### src/rtl/ts_pkg.sv
package ts_pkg;
  typedef enum logic [1:0] {
    MA_IDLE,
    MA_RUN,
    MA_DONE,
    MA_HOLD
  } ma_state_t;
endpackage

### src/rtl/ts_event_sync.sv
module ts_event_sync #(
  parameter int SYNC_STAGES = 2
) (
  input  logic clk,
  input  logic rst_n,
  input  logic async_in,
  output logic rise
);
  logic [SYNC_STAGES-1:0] sync_q;
  logic                   last_q;

  always_ff @(posedge clk or negedge rst_n) begin
    if (!rst_n) begin
      sync_q <= '0;
      last_q <= 1'b0;
    end else begin
      sync_q <= {sync_q[SYNC_STAGES-2:0], async_in};
      last_q <= sync_q[SYNC_STAGES-1];
    end
  end

  // one-cycle pulse on the first synchronised high sample
  assign rise = sync_q[SYNC_STAGES-1] & ~last_q;
endmodule

### src/rtl/ts_timebase.sv
module ts_timebase #(
  parameter int SLOW_W = 64,
  parameter int FAST_W = 16
) (
  input  logic              clk,
  input  logic              rst_n,
  input  logic              tick,
  output logic [SLOW_W-1:0] slow_cnt,
  output logic [FAST_W-1:0] fast_cnt,
  output logic [FAST_W-1:0] scale,
  output logic              calibrated
);
  always_ff @(posedge clk or negedge rst_n) begin
    if (!rst_n) begin
      slow_cnt   <= '0;
      fast_cnt   <= '0;
      scale      <= '0;
      calibrated <= 1'b0;
    end else if (tick) begin
      slow_cnt   <= slow_cnt + SLOW_W'(1);
      fast_cnt   <= '0;
      scale      <= fast_cnt + FAST_W'(1);
      calibrated <= 1'b1;
    end else begin
      fast_cnt   <= fast_cnt + FAST_W'(1);
    end
  end
endmodule

### src/rtl/ts_muladd.sv
module ts_muladd
  import ts_pkg::*;
#(
  parameter int SLOW_W = 64,
  parameter int FAST_W = 16,
  parameter int TS_W   = SLOW_W + FAST_W
) (
  input  logic              clk,
  input  logic              rst_n,
  input  logic              start,
  input  logic [SLOW_W-1:0] op_slow,
  input  logic [FAST_W-1:0] op_scale,
  input  logic [FAST_W-1:0] op_phase,
  input  logic              op_cal,
  output logic              busy,
  output logic              out_valid,
  input  logic              out_ready,
  output logic [TS_W-1:0]   out_data,
  output logic              out_cal
);
  localparam int CNT_W = (FAST_W > 1) ? $clog2(FAST_W) : 1;
  localparam logic [CNT_W-1:0] LAST_STEP = CNT_W'(FAST_W - 1);

  ma_state_t         state_q;
  logic [TS_W-1:0]   acc_q;
  logic [TS_W-1:0]   mcand_q;
  logic [FAST_W-1:0] mplier_q;
  logic [CNT_W-1:0]  step_q;
  logic              cal_q;

  always_ff @(posedge clk or negedge rst_n) begin
    if (!rst_n) begin
      state_q  <= MA_IDLE;
      acc_q    <= '0;
      mcand_q  <= '0;
      mplier_q <= '0;
      step_q   <= '0;
      cal_q    <= 1'b0;
    end else begin
      unique case (state_q)
        MA_IDLE: if (start) begin
          acc_q    <= TS_W'(op_phase);
          mcand_q  <= TS_W'(op_slow);
          mplier_q <= op_scale;
          step_q   <= '0;
          cal_q    <= op_cal;
          state_q  <= MA_RUN;
        end
        MA_RUN: begin
          if (mplier_q[0]) acc_q <= acc_q + mcand_q;
          mcand_q  <= mcand_q << 1;
          mplier_q <= mplier_q >> 1;
          step_q   <= step_q + CNT_W'(1);
          if (step_q == LAST_STEP) state_q <= MA_DONE;
        end
        MA_DONE: state_q <= MA_HOLD;
        MA_HOLD: if (out_ready) state_q <= MA_IDLE;
        default: state_q <= MA_IDLE;
      endcase
    end
  end

  assign busy      = (state_q != MA_IDLE);
  assign out_valid = (state_q == MA_HOLD);
  assign out_data  = acc_q;
  assign out_cal   = cal_q;
endmodule

### src/rtl/hr_timestamper.sv
module hr_timestamper #(
  parameter int SLOW_W      = 64,
  parameter int FAST_W      = 16,
  parameter int SYNC_STAGES = 2,
  localparam int TS_W       = SLOW_W + FAST_W
) (
  input  logic            clk,
  input  logic            rst_n,
  input  logic            slow_tick,
  input  logic            event_in,
  output logic            ts_valid,
  input  logic            ts_ready,
  output logic [TS_W-1:0] ts_data,
  output logic            ts_calibrated,
  output logic            overrun
);
  logic [SLOW_W-1:0] slow_cnt;
  logic [FAST_W-1:0] fast_cnt;
  logic [FAST_W-1:0] scale;
  logic              calibrated;
  logic              ev_rise;
  logic              busy;
  logic              mul_start;
  logic              overrun_q;

  ts_event_sync #(.SYNC_STAGES(SYNC_STAGES)) u_sync (
    .clk      (clk),
    .rst_n    (rst_n),
    .async_in (event_in),
    .rise     (ev_rise)
  );

  ts_timebase #(.SLOW_W(SLOW_W), .FAST_W(FAST_W)) u_base (
    .clk        (clk),
    .rst_n      (rst_n),
    .tick       (slow_tick),
    .slow_cnt   (slow_cnt),
    .fast_cnt   (fast_cnt),
    .scale      (scale),
    .calibrated (calibrated)
  );

  assign mul_start = ev_rise & ~busy;

  // the operands are the counter values held before this edge
  ts_muladd #(.SLOW_W(SLOW_W), .FAST_W(FAST_W), .TS_W(TS_W)) u_mac (
    .clk       (clk),
    .rst_n     (rst_n),
    .start     (mul_start),
    .op_slow   (slow_cnt),
    .op_scale  (scale),
    .op_phase  (fast_cnt),
    .op_cal    (calibrated),
    .busy      (busy),
    .out_valid (ts_valid),
    .out_ready (ts_ready),
    .out_data  (ts_data),
    .out_cal   (ts_calibrated)
  );

  always_ff @(posedge clk or negedge rst_n) begin
    if (!rst_n)              overrun_q <= 1'b0;
    else if (ev_rise && busy) overrun_q <= 1'b1;
  end

  assign overrun = overrun_q;
endmodule

### config.mk
export PLATFORM = sky130hd
export DESIGN_NAME = hr_timestamper
export DESIGN_NICKNAME = d
export VERILOG_FILES = /design/src/rtl/ts_pkg.sv /design/src/rtl/ts_event_sync.sv /design/src/rtl/ts_timebase.sv /design/src/rtl/ts_muladd.sv /design/src/rtl/hr_timestamper.sv
export SDC_FILE = /design/constraint.sdc
export NUM_CORES = 1
export LEC_CHECK = 0
export BUFFER_PORTS_ARGS = -buffer_cell sky130_fd_sc_hd__buf_2
export CAP_MARGIN = 10
export CORE_ASPECT_RATIO = 1.25
export CORE_UTILIZATION = 40
export CTS_CLUSTER_DIAMETER = 60
export DETAILED_ROUTE_END_ITERATION = 12
export GPL_ROUTABILITY_DRIVEN = 0
export PLACE_DENSITY = 0.52
export SYNTH_ARGS = -nofsm -noshare
export SYNTH_HDL_FRONTEND = slang
export SYNTH_SLANG_ARGS = --single-unit
### constraint.sdc
create_clock -name clk -period 8.7 [get_ports clk]
set_input_delay 1.74 -clock clk [delete_from_list [all_inputs] [get_ports clk]]
set_output_delay 1.74 -clock clk [all_outputs]
set_load 0.02 [all_outputs]
==> metrics.md, run 1 <==
| Metric | Value |
|---|---|
| Status | `finished clean` |
| Router iterations before antenna repair | `4` |
| Endpoints failing hold | `0` |
| Clock buffer depth | `3` |
| Critical path's slowest cell | `nor4b_1` |
| Int Pwr | `2.92 mW` |
| Final setup margin | `4.60 ns` |
| Post-synth ARST share | `1.00` |
| CTS clk-pin slew, worst paths | `0.06 ns` |
| Number of synthesized flops with an enable pin | `0` |
| Diode count | `0` |
| Max Cap Viol | `0` |
| Number of global-route vias before repair | `13617` |
| Seq/Total Area, Yosys | `0.425` |
| Combinational power share | `0.302` |
| # DRC | `0` |
| CTS tree | `yes` |
| Chip Width | `185 um` |
| HPWL after detailed placement | `33.5 mm` |
| Register share of total power | `0.355` |
| Distinct cells, synth | `72` |
| Initial Utilization | `0.406` |
| Die Area | `42600 um2` |
| Clock network fraction of design power | `0.344` |
| Sink Count | `284` |
| Gr ovfl total | `0` |
| Worst-Skew Late Latency | `0.56 ns` |
| GRT Overall Usage | `0.224` |
| Setup Viol. Count Final | `0` |
| Slew @ Worst Pin | `1.12 ns` |
| CP max FO | `7` |
| Root Buffer | `clkbuf_16` |
| PortBufs | `87` |
| Final Cell Area | `18900 um2` |
| Die height | `231 um` |
| CP cell instances | `ha_1 -> a21oi_1 -> o21ai_0 -> nor4b_1 -> a311oi_1 -> nor3_2 -> a31oi_1 -> nor2_1 -> o21ai_1 -> nor4b_1 -> or3_1` |
| Leakage power | `8.67 nW` |
| Initial DRC Count | `521` |
| CTS Buf Count | `37` |
| Slew Limit Fails | `0` |
| Synth warn | `0` |
| Setup TNS | `0 ns` |
| Hold-fix buffer count after cts | `0` |
| Post_cts resized | `0` |
| Critical path capture point type | `flip-flop` |
| CP Buf/Inv Count | `0` |
| Min-delay worst type | `reg2reg` |
| Area of the core | `41100 um2` |
| Max H-tree Level | `2` |
| Min Tclk post-route | `4.10 ns` |
| Relative slew slack | `0.256` |
| Critical path class | `reg2reg` |
| Critical path arrival | `4.53 ns` |
| Routed len/inst | `19.0 um` |
| Crit-path leading delay family | `simple AND/OR/NAND/NOR gates` |
| Final period utilization | `0.472` |
| Initial antenna violation count | `0` |
| Worst path max stage delay | `0.48 ns` |
| Fin nets | `1946` |
| Mean Syn Cell Area | `9.21 um2` |
| Max VDD drop | `151 uV` |
| Switch share | `0.369` |
| DR vias/cell | `5.52` |
| Worst Setup Start Kind | `flip-flop` |
| Placement row count | `83` |
| IO Pins | `88` |
| P&R area growth vs syn | `12.8%` |
| Top cell by count, worst path | `nor4b_1` |
| RSZ-0062 raised after global routing | `false` |
| Vias | `13437` |
| #FFs+latches synth | `284` |
| DRT Wirelength | `46.2 mm` |
| Psw | `1.71 mW` |
| PD cells | `246 nW/um2` |
| Layout cells sized above 1 | `0.0993` |
| Largest net degree at the start of global routing | `122` |
| DP Worst Slack | `4.29 ns` |
| Worst clock skew | `0.0133 ns` |
| Post-Syn Nets | `1906` |
| First-pass GRT wire length | `75.0 mm` |
| Ys flop type | `dfrtp_1` |
| Setup Buffers After CTS | `0` |
| Power Total | `4.63 mW` |
| Peak Freq | `0.244 GHz` |
| Placed cell area | `17600 um2` |
| Antenna viol nets, final | `0` |
| Worst EP required | `9.13 ns` |
| Synthesized netlist cell count | `1814` |
| Mapped Area | `16700 um2` |
==> cells in the final DEF, fill, tap and decap left out, types with 47 or more instances in the layout <==
master   synthesis  layout
dfrtp_1        284     284
mux2i_1         96      96
xnor2_1        105     105
nand3_1         54      54
nand2_1        248     247
a21oi_1        125     124
a21o_1          48      47
nor2_1          95      95
ha_1            86      85
o21ai_0        195     195
buf_2           14      86
==> worst paths after layout <==
kind                               startpoint                  end  slack (ns)  depth (start not counted)
setup / recovery           u_mac.out_data[20]   u_mac.out_data[69]        4.60                         11
hold / removal               u_sync.sync_q[0]     u_sync.sync_q[1]        0.35                          0
hold reg to reg              u_sync.sync_q[0]     u_sync.sync_q[1]        0.35                          0
max in group asynchronous               rst_n  u_base.slow_cnt[17]        6.08                          2
setup reg to reg           u_mac.out_data[20]   u_mac.out_data[69]        4.60                         11
min in group asynchronous               rst_n   u_mac.out_data[51]        1.15                          1
==> registers in the layout, summed over array words and instances, names as in the netlist <==
name and flops:
u_mac.state_q 2, u_base.scale 16, u_sync.last_q 1, overrun 1, u_base.fast_cnt 16, u_sync.sync_q 2
u_mac.mcand_q 80, u_mac.step_q 4, u_base.calibrated 1, u_mac.out_cal 1, u_mac.mplier_q 16, u_mac.out_data 80
u_base.slow_cnt 64
==> routing by layer <==
layer	routed length, um	up-vias	global-route usage
li1	-	6587	-
met1	19900	6513	0.276
met2	23400	257	0.394
met3	1480	80	0.0333
met4	1480	0	0.0811
met5	0	-	0
==> per-stage QoR <==
step | utilization | std cells | hold WS (ns)
floorplan | - | 1814 | 0.331
global placement | 0.428 | 2367 | 0.337
detailed placement | 0.428 | 2367 | 0.338
CTS | 0.458 | 2435 | 0.350
global route | 0.458 | 2435 | 0.368
finish | 0.458 | 2435 | 0.347
==> cells in the mapped netlist, types with 8 or more instances <==
cell type	number	area, um2
dfrtp_1	284	7110
nand2_1	248	931
o21ai_0	195	976
a21oi_1	125	626
xnor2_1	105	920
mux2i_1	96	961
nor2_1	95	357
ha_1	86	1080
clkbuf_1	73	274
nand3_1	54	270
a21o_1	48	360
nand4_1	46	288
inv_1	42	158
xor2_1	39	342
a22o_1	24	210
and3_1	24	150
o21bai_1	15	113
buf_2	14	70.1
o211ai_1	14	105
nor3_1	13	65.1
o21a_1	12	90.1
a31oi_1	10	62.6
a211oi_1	9	67.6
o21ai_1	9	45.0
o31ai_1	9	67.6
and4_1	8	70.1
nand2b_1	8	50.1
==> area by class of cell <==
type	count	area [um2]
Clock buffer	49	1060
Clock inverter	19	208
Fill cell	4064	22300
Inverter	42	158
Multi-Input combinational cell	1394	9110
Sequential cell	284	7110
Tap cell	552	691
Timing Repair Buffer	95	518
==> logic make-up after synthesis <==
group	synth area share
AND/OR/NAND/NOR	0.151
AO/OA/AOI/OAI	0.190
flip-flops	0.425
XOR/XNOR	0.0755
buffers and inverters	0.0316
multiplexers	0.0609
adder cells (fa/ha/maj)	0.0656
==> power groups by stage <==
stage	Combinational (mW)	Sequential, mW	Clock, mW
final	1.40	1.64	1.59
after global routing	1.56	1.67	1.69
after CTS	1.41	1.65	1.64
after detailed placement	1.41	1.67	0
after global placement	1.39	1.67	0
after floorplan	0.990	1.68	0
No activity file was read; power rests on OpenSTA's default activity.
==> inputs of run 2 (changes only) <==
==> constraint.sdc (replaced) <==
create_clock -name clk -period 3.8 [get_ports clk]
set_input_delay 0.76 -clock clk [delete_from_list [all_inputs] [get_ports clk]]
set_output_delay 0.76 -clock clk [all_outputs]
set_load 0.02 [all_outputs]
==> run 2 against run 1 <==
  * Hold slack worse by 0.081 ns
  * Critical endpoint is now u_mac.out_data[78]
  * Die area is the same
  * Global-route usage increased by 0.28 points
  * Critical path depth did not move
  * Final cell count rose by 0.74%
  * Highest routed layer unchanged
  * Clock power up 110%
  * Core utilization grew 0.20 points
==> metrics.md, run 2 (synthesis results as in run 1) <==
| Metric | Value |
|---|---|
| HPWL after detailed placement | `34.5 mm (+2.8%)` |
| PortBufs | `87 (unchanged)` |
| Final period utilization | `0.926 (+0.454)` |
| Worst Setup Start Kind | `flip-flop` |
| Chip Width | `185 um (unchanged)` |
| RSZ-0062 raised after global routing | `false` |
| Router iterations before antenna repair | `5 (+1)` |
| CTS clk-pin slew, worst paths | `0.06 ns (about the same)` |
| Cells after DPL | `2389 (+0.93%)` |
| Register share of total power | `0.364 (+0.009)` |
| Initial Utilization | `0.406 (unchanged)` |
| Relative slew slack | `0.365 (+0.108)` |
| CP max FO | `6 (-1)` |
| PD cells | `545 nW/um2 (+120%)` |
| Fin nets | `1968 (+1.1%)` |
| Placement row count | `83 (unchanged)` |
| Die Area | `42600 um2 (unchanged)` |
| Min-delay worst type | `in2async` |
| Peak Freq | `0.284 GHz (+17%)` |
| GRT Overall Usage | `0.227 (+0.00283)` |
| DR vias/cell | `5.49 (-0.46%)` |
| Initial antenna violation count | `0 (unchanged)` |
| Sink Count | `284 (unchanged)` |
| Fill count | `4048 (-0.39%)` |
| CP Buf/Inv Count | `0 (unchanged)` |
| Most frequent cells in the layout | `dfrtp_1 (284), nand2_1 (247), o21ai_0 (195)` |
| Worst clock skew | `0.0152 ns (+0.00192 ns)` |
| Critical path arrival | `3.99 ns (-0.54 ns)` |
| Layout cells sized above 1 | `0.107 (+0.00748)` |
| Die height | `231 um (unchanged)` |
| Post-Route Utilization | `0.460 (+0.00201)` |
| Setup TNS | `0 ns (unchanged)` |
| Leakage power | `8.70 nW (+0.44%)` |
| Routed len/inst | `19.2 um (+0.91%)` |
| Reg2Reg Depth | `11 (unchanged)` |
| Area of the core | `41100 um2 (unchanged)` |
| Crit Reg-Reg Startpoint | `u_mac.out_data[7]` |
| Critical path capture point type | `flip-flop` |
| Critical path class | `reg2reg` |
| Combinational power share | `0.316 (+0.014)` |
| Min Tclk post-route | `3.52 ns (-0.585 ns)` |
| Power Total | `10.3 mW (+120%)` |
| CP cell instances | `ha_1 -> a211o_1 -> a211oi_1 -> o21bai_1 -> a211oi_1 -> o22a_1 -> and3_1 -> o211a_1 -> nor2_1 -> a2111oi_0 -> a221o_1` |
| Largest net degree at the start of global routing | `178 (+46%)` |
| Max H-tree Level | `2 (unchanged)` |
| Critical path's slowest cell | `a211oi_1` |
| Antenna viol nets, final | `0 (unchanged)` |
| Int Pwr | `6.45 mW (+120%)` |
| Diode count | `0 (unchanged)` |
| Initial DRC Count | `723 (+39%)` |
| Psw | `3.87 mW (+130%)` |
| CTS Buf Count | `36 (-2.7%)` |
| Crit Reg-Reg Endpoint | `u_mac.out_data[78]` |
| Root Buffer | `clkbuf_16` |
| Slew Limit Fails | `0 (unchanged)` |
| Switch share | `0.375 (+0.00533)` |
| Final cell count without fillers | `2453 (+0.74%)` |
| Crit-path leading delay family | `compound AO/OA/AOI/OAI gates` |
| Number of global-route vias before repair | `13646 (+0.21%)` |
| Hold slack | `0.267 ns (-0.0806 ns)` |
| Endpoints failing hold | `0 (unchanged)` |
| Max VDD drop | `436 uV (+190%)` |
| DP Worst Slack | `0.133 ns (-4.16 ns)` |
| First-pass GRT wire length | `75.8 mm (+1.1%)` |
| Clock buffer depth | `3 (unchanged)` |
| Worst EP required | `4.27 ns (-4.86 ns)` |
| Worst R2R Setup Slack | `0.28 ns (-4.31 ns)` |
| Most common cell after layout, fill and taps aside | `dfrtp_1` |
| DRT Wirelength | `47.0 mm (+1.7%)` |
| Clock network fraction of design power | `0.320 (-0.024)` |
| IO Pins | `88 (unchanged)` |
| Status | `finished clean` |
| Vias | `13474 (+0.28%)` |
| Final Cell Area | `18900 um2 (+0.44%)` |
| Gr ovfl total | `0 (unchanged)` |
| Placed cell area | `17800 um2 (+1.2%)` |
| Final setup margin | `0.281 ns (-4.31 ns)` |
| Setup Viol. Count Final | `0 (unchanged)` |
| Worst-Skew Late Latency | `0.54 ns (-0.02 ns)` |
| Reg area | `7110 um2 (unchanged)` |
| Max Cap Viol | `0 (unchanged)` |
| CTS tree | `yes` |
| Worst path max stage delay | `0.46 ns (-0.02 ns)` |
| Top cell by count, worst path | `a211oi_1` |
| Multi-input gate area | `9130 um2 (+0.22%)` |
| # DRC | `0 (unchanged)` |
| P&R area growth vs syn | `13.3%` |
| Slew @ Worst Pin | `0.953 ns (-0.163 ns)` |
run 2: cell count changes in the layout (fill, tap and decap cells not counted), sizes merged:
cell,delta
clkinvlp,+3
bufinv,-2
inv,-3
clkinv,-3
buf,+23
run 2: layer usage:
metal / vias to the layer above / routed length, um / global-route usage
li1: 6601 / - / -
met1: 6564 / 19900 / 0.274
met2: 226 / 24000 / 0.405
met3: 83 / 1560 / 0.0333
met4: 0 / 1450 / 0.0834
met5: - / 0 / 0
run 2: cell type report:
class                      count  share of cell area
inverter                      42             0.00833
multi-input combinational   1394               0.482
tap                          552              0.0365
clock buffer                  49              0.0529
timing repair buffer         118              0.0385
clock inverter                14             0.00634
sequential                   284               0.375
run 2: timing repair:
action                     CTS  global route
setup endpoints to repair    0             4
hold buffers                 0             0
gates resized for setup      0             4
setup buffers                0             1
run 2: worst max path at each step:
stage | start | to | slack, ns | cells after the start
finish | u_mac.out_data[7] | u_mac.out_data[78] | 0.28 | 11
floorplan | u_mac.out_data[16] | u_mac.out_data[79] | 0.66 | 11
CTS | u_mac.mcand_q[45] | u_mac.out_data[79] | 0.10 | 11
global route | u_mac.mcand_q[45] | u_mac.out_data[79] | 0.03 | 11
detailed placement | u_mac.mcand_q[45] | u_mac.out_data[79] | 0.13 | 11
global placement | u_mac.mcand_q[45] | u_mac.out_data[79] | 0.13 | 11
run 2: power by group through the flow:
| stage | registers, mW | logic, mW | clock network (mW) |
|---|---|---|---|
| finish | 3.76 | 3.26 | 3.30 |
| floorplan | 3.85 | 2.27 | 0 |
| CTS | 3.76 | 3.30 | 3.41 |
| detailed placement | 3.81 | 3.30 | 0 |
| global route | 3.82 | 3.63 | 3.53 |
| global placement | 3.80 | 3.28 | 0 |
==> inputs of run 3 (changes only) <==
--- a/config.mk
+++ b/config.mk
@@ -5,6 +5,7 @@
 export SDC_FILE = /design/constraint.sdc
 export NUM_CORES = 1
 export LEC_CHECK = 0
+export ABC_AREA = 1
 export BUFFER_PORTS_ARGS = -buffer_cell sky130_fd_sc_hd__buf_2
 export CAP_MARGIN = 10
 export CORE_ASPECT_RATIO = 1.25
==> run 3 against run 2 <==
  * Synthesized area increased by 19%
  * Synthesized cell count increased by 65%
  * First-iteration DRC count increased by 100%
  * Fmax increased by 20%
  * Highest routed layer unchanged
==> metrics.md, run 3 <==
| Metric | Value |
|---|---|
| Int Pwr | `8.85 mW (+37%)` |
| Gr ovfl total | `0 (unchanged)` |
| HPWL after detailed placement | `53.4 mm (+55%)` |
| Post-Syn Nets | `3087 (+62%)` |
| Leakage power | `11.8 nW (+36%)` |
| Clock buffer depth | `3 (unchanged)` |
| Worst clock skew | `0.0144 ns (-0.000796 ns)` |
| Placed cell area | `21100 um2 (+18%)` |
| Hold-fix buffer count after cts | `0 (unchanged)` |
| PD cells | `751 nW/um2 (+38%)` |
| Ys flop type | `dfrtp_1` |
| Slew Limit Fails | `0 (unchanged)` |
| #FFs+latches synth | `284 (unchanged)` |
| Min Tclk post-route | `2.94 ns (-0.581 ns)` |
| CTS tree | `yes` |
| Mapped Area | `19900 um2 (+19%)` |
| Register share of total power | `0.287 (-0.077)` |
| Final cell count without fillers | `3744 (+53%)` |
| Critical path arrival | `3.37 ns (-0.62 ns)` |
| IO Pins | `88 (unchanged)` |
| Max VDD drop | `1060 uV (+140%)` |
| Combinational power share | `0.486 (+0.170)` |
| Root Buffer | `clkbuf_16` |
| Worst Setup Start Kind | `flip-flop` |
| Router iterations before antenna repair | `6 (+1)` |
| Reg2Reg Depth | `17 (+6)` |
| Power Total | `16.8 mW (+63%)` |
| Setup Buffers After CTS | `0 (unchanged)` |
| Fill count | `5237 (+29%)` |
| Synth warn | `0 (unchanged)` |
| Chip Width | `201 um (+8.9%)` |
| Critical path class | `reg2reg` |
| Max Cap Viol | `0 (unchanged)` |
| DR vias/cell | `5.09 (-7.3%)` |
| Distinct cells, synth | `48 (-33%)` |
| Endpoints failing hold | `0 (unchanged)` |
| First-pass GRT wire length | `105 mm (+39%)` |
| Die height | `251 um (+8.9%)` |
| Worst EP required | `4.23 ns (-0.04 ns)` |
| Sink Count | `284 (unchanged)` |
| Post_cts resized | `0 (unchanged)` |
| Diode count | `0 (unchanged)` |
| Multi-input gate area | `10600 um2 (+16%)` |
| Setup TNS | `0 ns (unchanged)` |
| Final period utilization | `0.773 (-0.153)` |
| Mean Syn Cell Area | `6.63 um2 (-28%)` |
| Fin nets | `3166 (+61%)` |
| Min-delay worst type | `in2async` |
| Switch share | `0.473 (+0.0986)` |
| Final setup margin | `0.862 ns (+0.581 ns)` |
| RSZ-0062 raised after global routing | `false` |
| Status | `finished clean` |
| Routed len/inst | `18.0 um (-6.2%)` |
| DP Worst Slack | `0.973 ns (+0.840 ns)` |
| Post-Route Utilization | `0.460 (about the same)` |
| Cell taking the most area after synthesis | `dfrtp_1` |
| Top-count cell post-synth | `nand2_1` |
| Area contributors post-synth | `dfrtp_1 (36%), nand2_1 (19%), inv_1 (9.7%), ha_1 (5.4%), nor2_1 (5.2%)` |
| Largest net degree at the start of global routing | `177 (-0.56%)` |
| Most common cell after layout, fill and taps aside | `nand2_1` |
| Clock network fraction of design power | `0.227 (-0.093)` |
| Max H-tree Level | `2 (unchanged)` |
| Worst-Skew Late Latency | `0.55 ns (about the same)` |
| Seq/Total Area, Yosys | `0.358 (-0.0673)` |
| P&R area growth vs syn | `12.7%` |
| Layout cells sized above 1 | `0.0677 (-0.0390)` |
| Reg area | `7110 um2 (unchanged)` |
| Setup Viol. Count Final | `0 (unchanged)` |
| Initial DRC Count | `1451 (+100%)` |
| GRT Overall Usage | `0.269 (+0.0423)` |
| Initial Utilization | `0.408 (+0.00170)` |
| Cells after DPL | `3679 (+54%)` |
| Synth top area share | `0.358 (-0.0673)` |
| Most frequent cells in the layout | `nand2_1 (1012), inv_1 (512), dfrtp_1 (284)` |
| Synthesized netlist cell count | `2995 (+65%)` |
| Number of synthesized flops with an enable pin | `0 (unchanged)` |
| Placement row count | `90 (+8.4%)` |
| Number of global-route vias before repair | `18599 (+36%)` |
| PortBufs | `87 (unchanged)` |
| # DRC | `0 (unchanged)` |
| Post-synth top cells | `nand2_1 (1012), inv_1 (512), dfrtp_1 (284)` |
| Initial antenna violation count | `0 (unchanged)` |
| Antenna viol nets, final | `0 (unchanged)` |
| CP max FO | `4 (-2)` |
| Peak Freq | `0.340 GHz (+20%)` |
| CTS Buf Count | `37 (+2.8%)` |
| Area of the core | `48600 um2 (+18%)` |
| DRT Wirelength | `67.3 mm (+43%)` |
| Critical path capture point type | `flip-flop` |
| Vias | `19059 (+41%)` |
| Psw | `7.95 mW (+110%)` |
| Final Cell Area | `22400 um2 (+18%)` |
| Hold slack | `0.246 ns (-0.0211 ns)` |
| Relative slew slack | `0.444 (+0.0798)` |
| CTS clk-pin slew, worst paths | `0.06 ns (about the same)` |
| Die Area | `50500 um2 (+19%)` |
| Slew @ Worst Pin | `0.833 ns (-0.120 ns)` |
| Post-synth ARST share | `1.00 (unchanged)` |
[run 3: critical path, cell delays in order (launching register included)]
cell and delay, ns:
dfrtp_1 0.37, ha_1 0.22, inv_1 0.09, fa_1 0.40, inv_1 0.14, nand2_1 0.08
nand2_1 0.07, nand3_1 0.08, nand2_1 0.20, nand2_1 0.08, nand3_1 0.26, nand2_1 0.10
nand2_1 0.22, nand2_1 0.22, nand2_1 0.11, nand2_1 0.05, nand3_1 0.07, nand2_1 0.06
[run 3: final cells by class]
| class | instances | share of cell area |
|---|---|---|
| flip-flops and latches | 284 | 0.318 |
| inverters | 519 | 0.0871 |
| repair buffers | 103 | 0.0281 |
| multi-input cells | 2129 | 0.472 |
| well taps | 644 | 0.0360 |
| clock buffers | 51 | 0.0483 |
| clock inverters | 14 | 0.0108 |
[run 3: final timing paths]
| check | from | endpoint | slack [ns] |
|---|---|---|---|
| min in group clk | event_in | u_sync.sync_q[0] | 0.32 |
| min reg2reg | u_sync.sync_q[0] | u_sync.sync_q[1] | 0.35 |
| max reg2reg | u_mac.out_data[0] | u_mac.out_data[72] | 0.86 |
| min | rst_n | u_mac.mcand_q[72] | 0.25 |
| max | u_mac.out_data[0] | u_mac.out_data[72] | 0.86 |
| max in group asynchronous | rst_n | u_mac.out_data[1] | 2.61 |
[run 3: cell families after synthesis]
logic type	Yosys count	share of synthesized area
simple gates	1543	0.321
fa+ha+maj	87	0.0552
flops	284	0.358
buf+inv	582	0.111
compound gates	417	0.119
xor+xnor	82	0.0366
[run 3: metal layers]
layer | global-route usage | vias up | part of all wire
li1 | - | 9574 | -
met1 | 0.345 | 8911 | 0.43
met2 | 0.468 | 481 | 0.49
met3 | 0.0368 | 93 | 0.050
met4 | 0.0859 | 0 | 0.030
met5 | 0 | - | 0
[run 3: power by group through the flow]
stage               Sequential (mW)  Combinational [mW]  Clock [mW]
floorplan                      4.89                5.39           0
global placement               4.86                8.09           0
detailed placement             4.89                8.11           0
CTS                            4.85                8.15        3.90
global route                   4.92                9.17        4.04
finish                         4.81                8.17        3.81
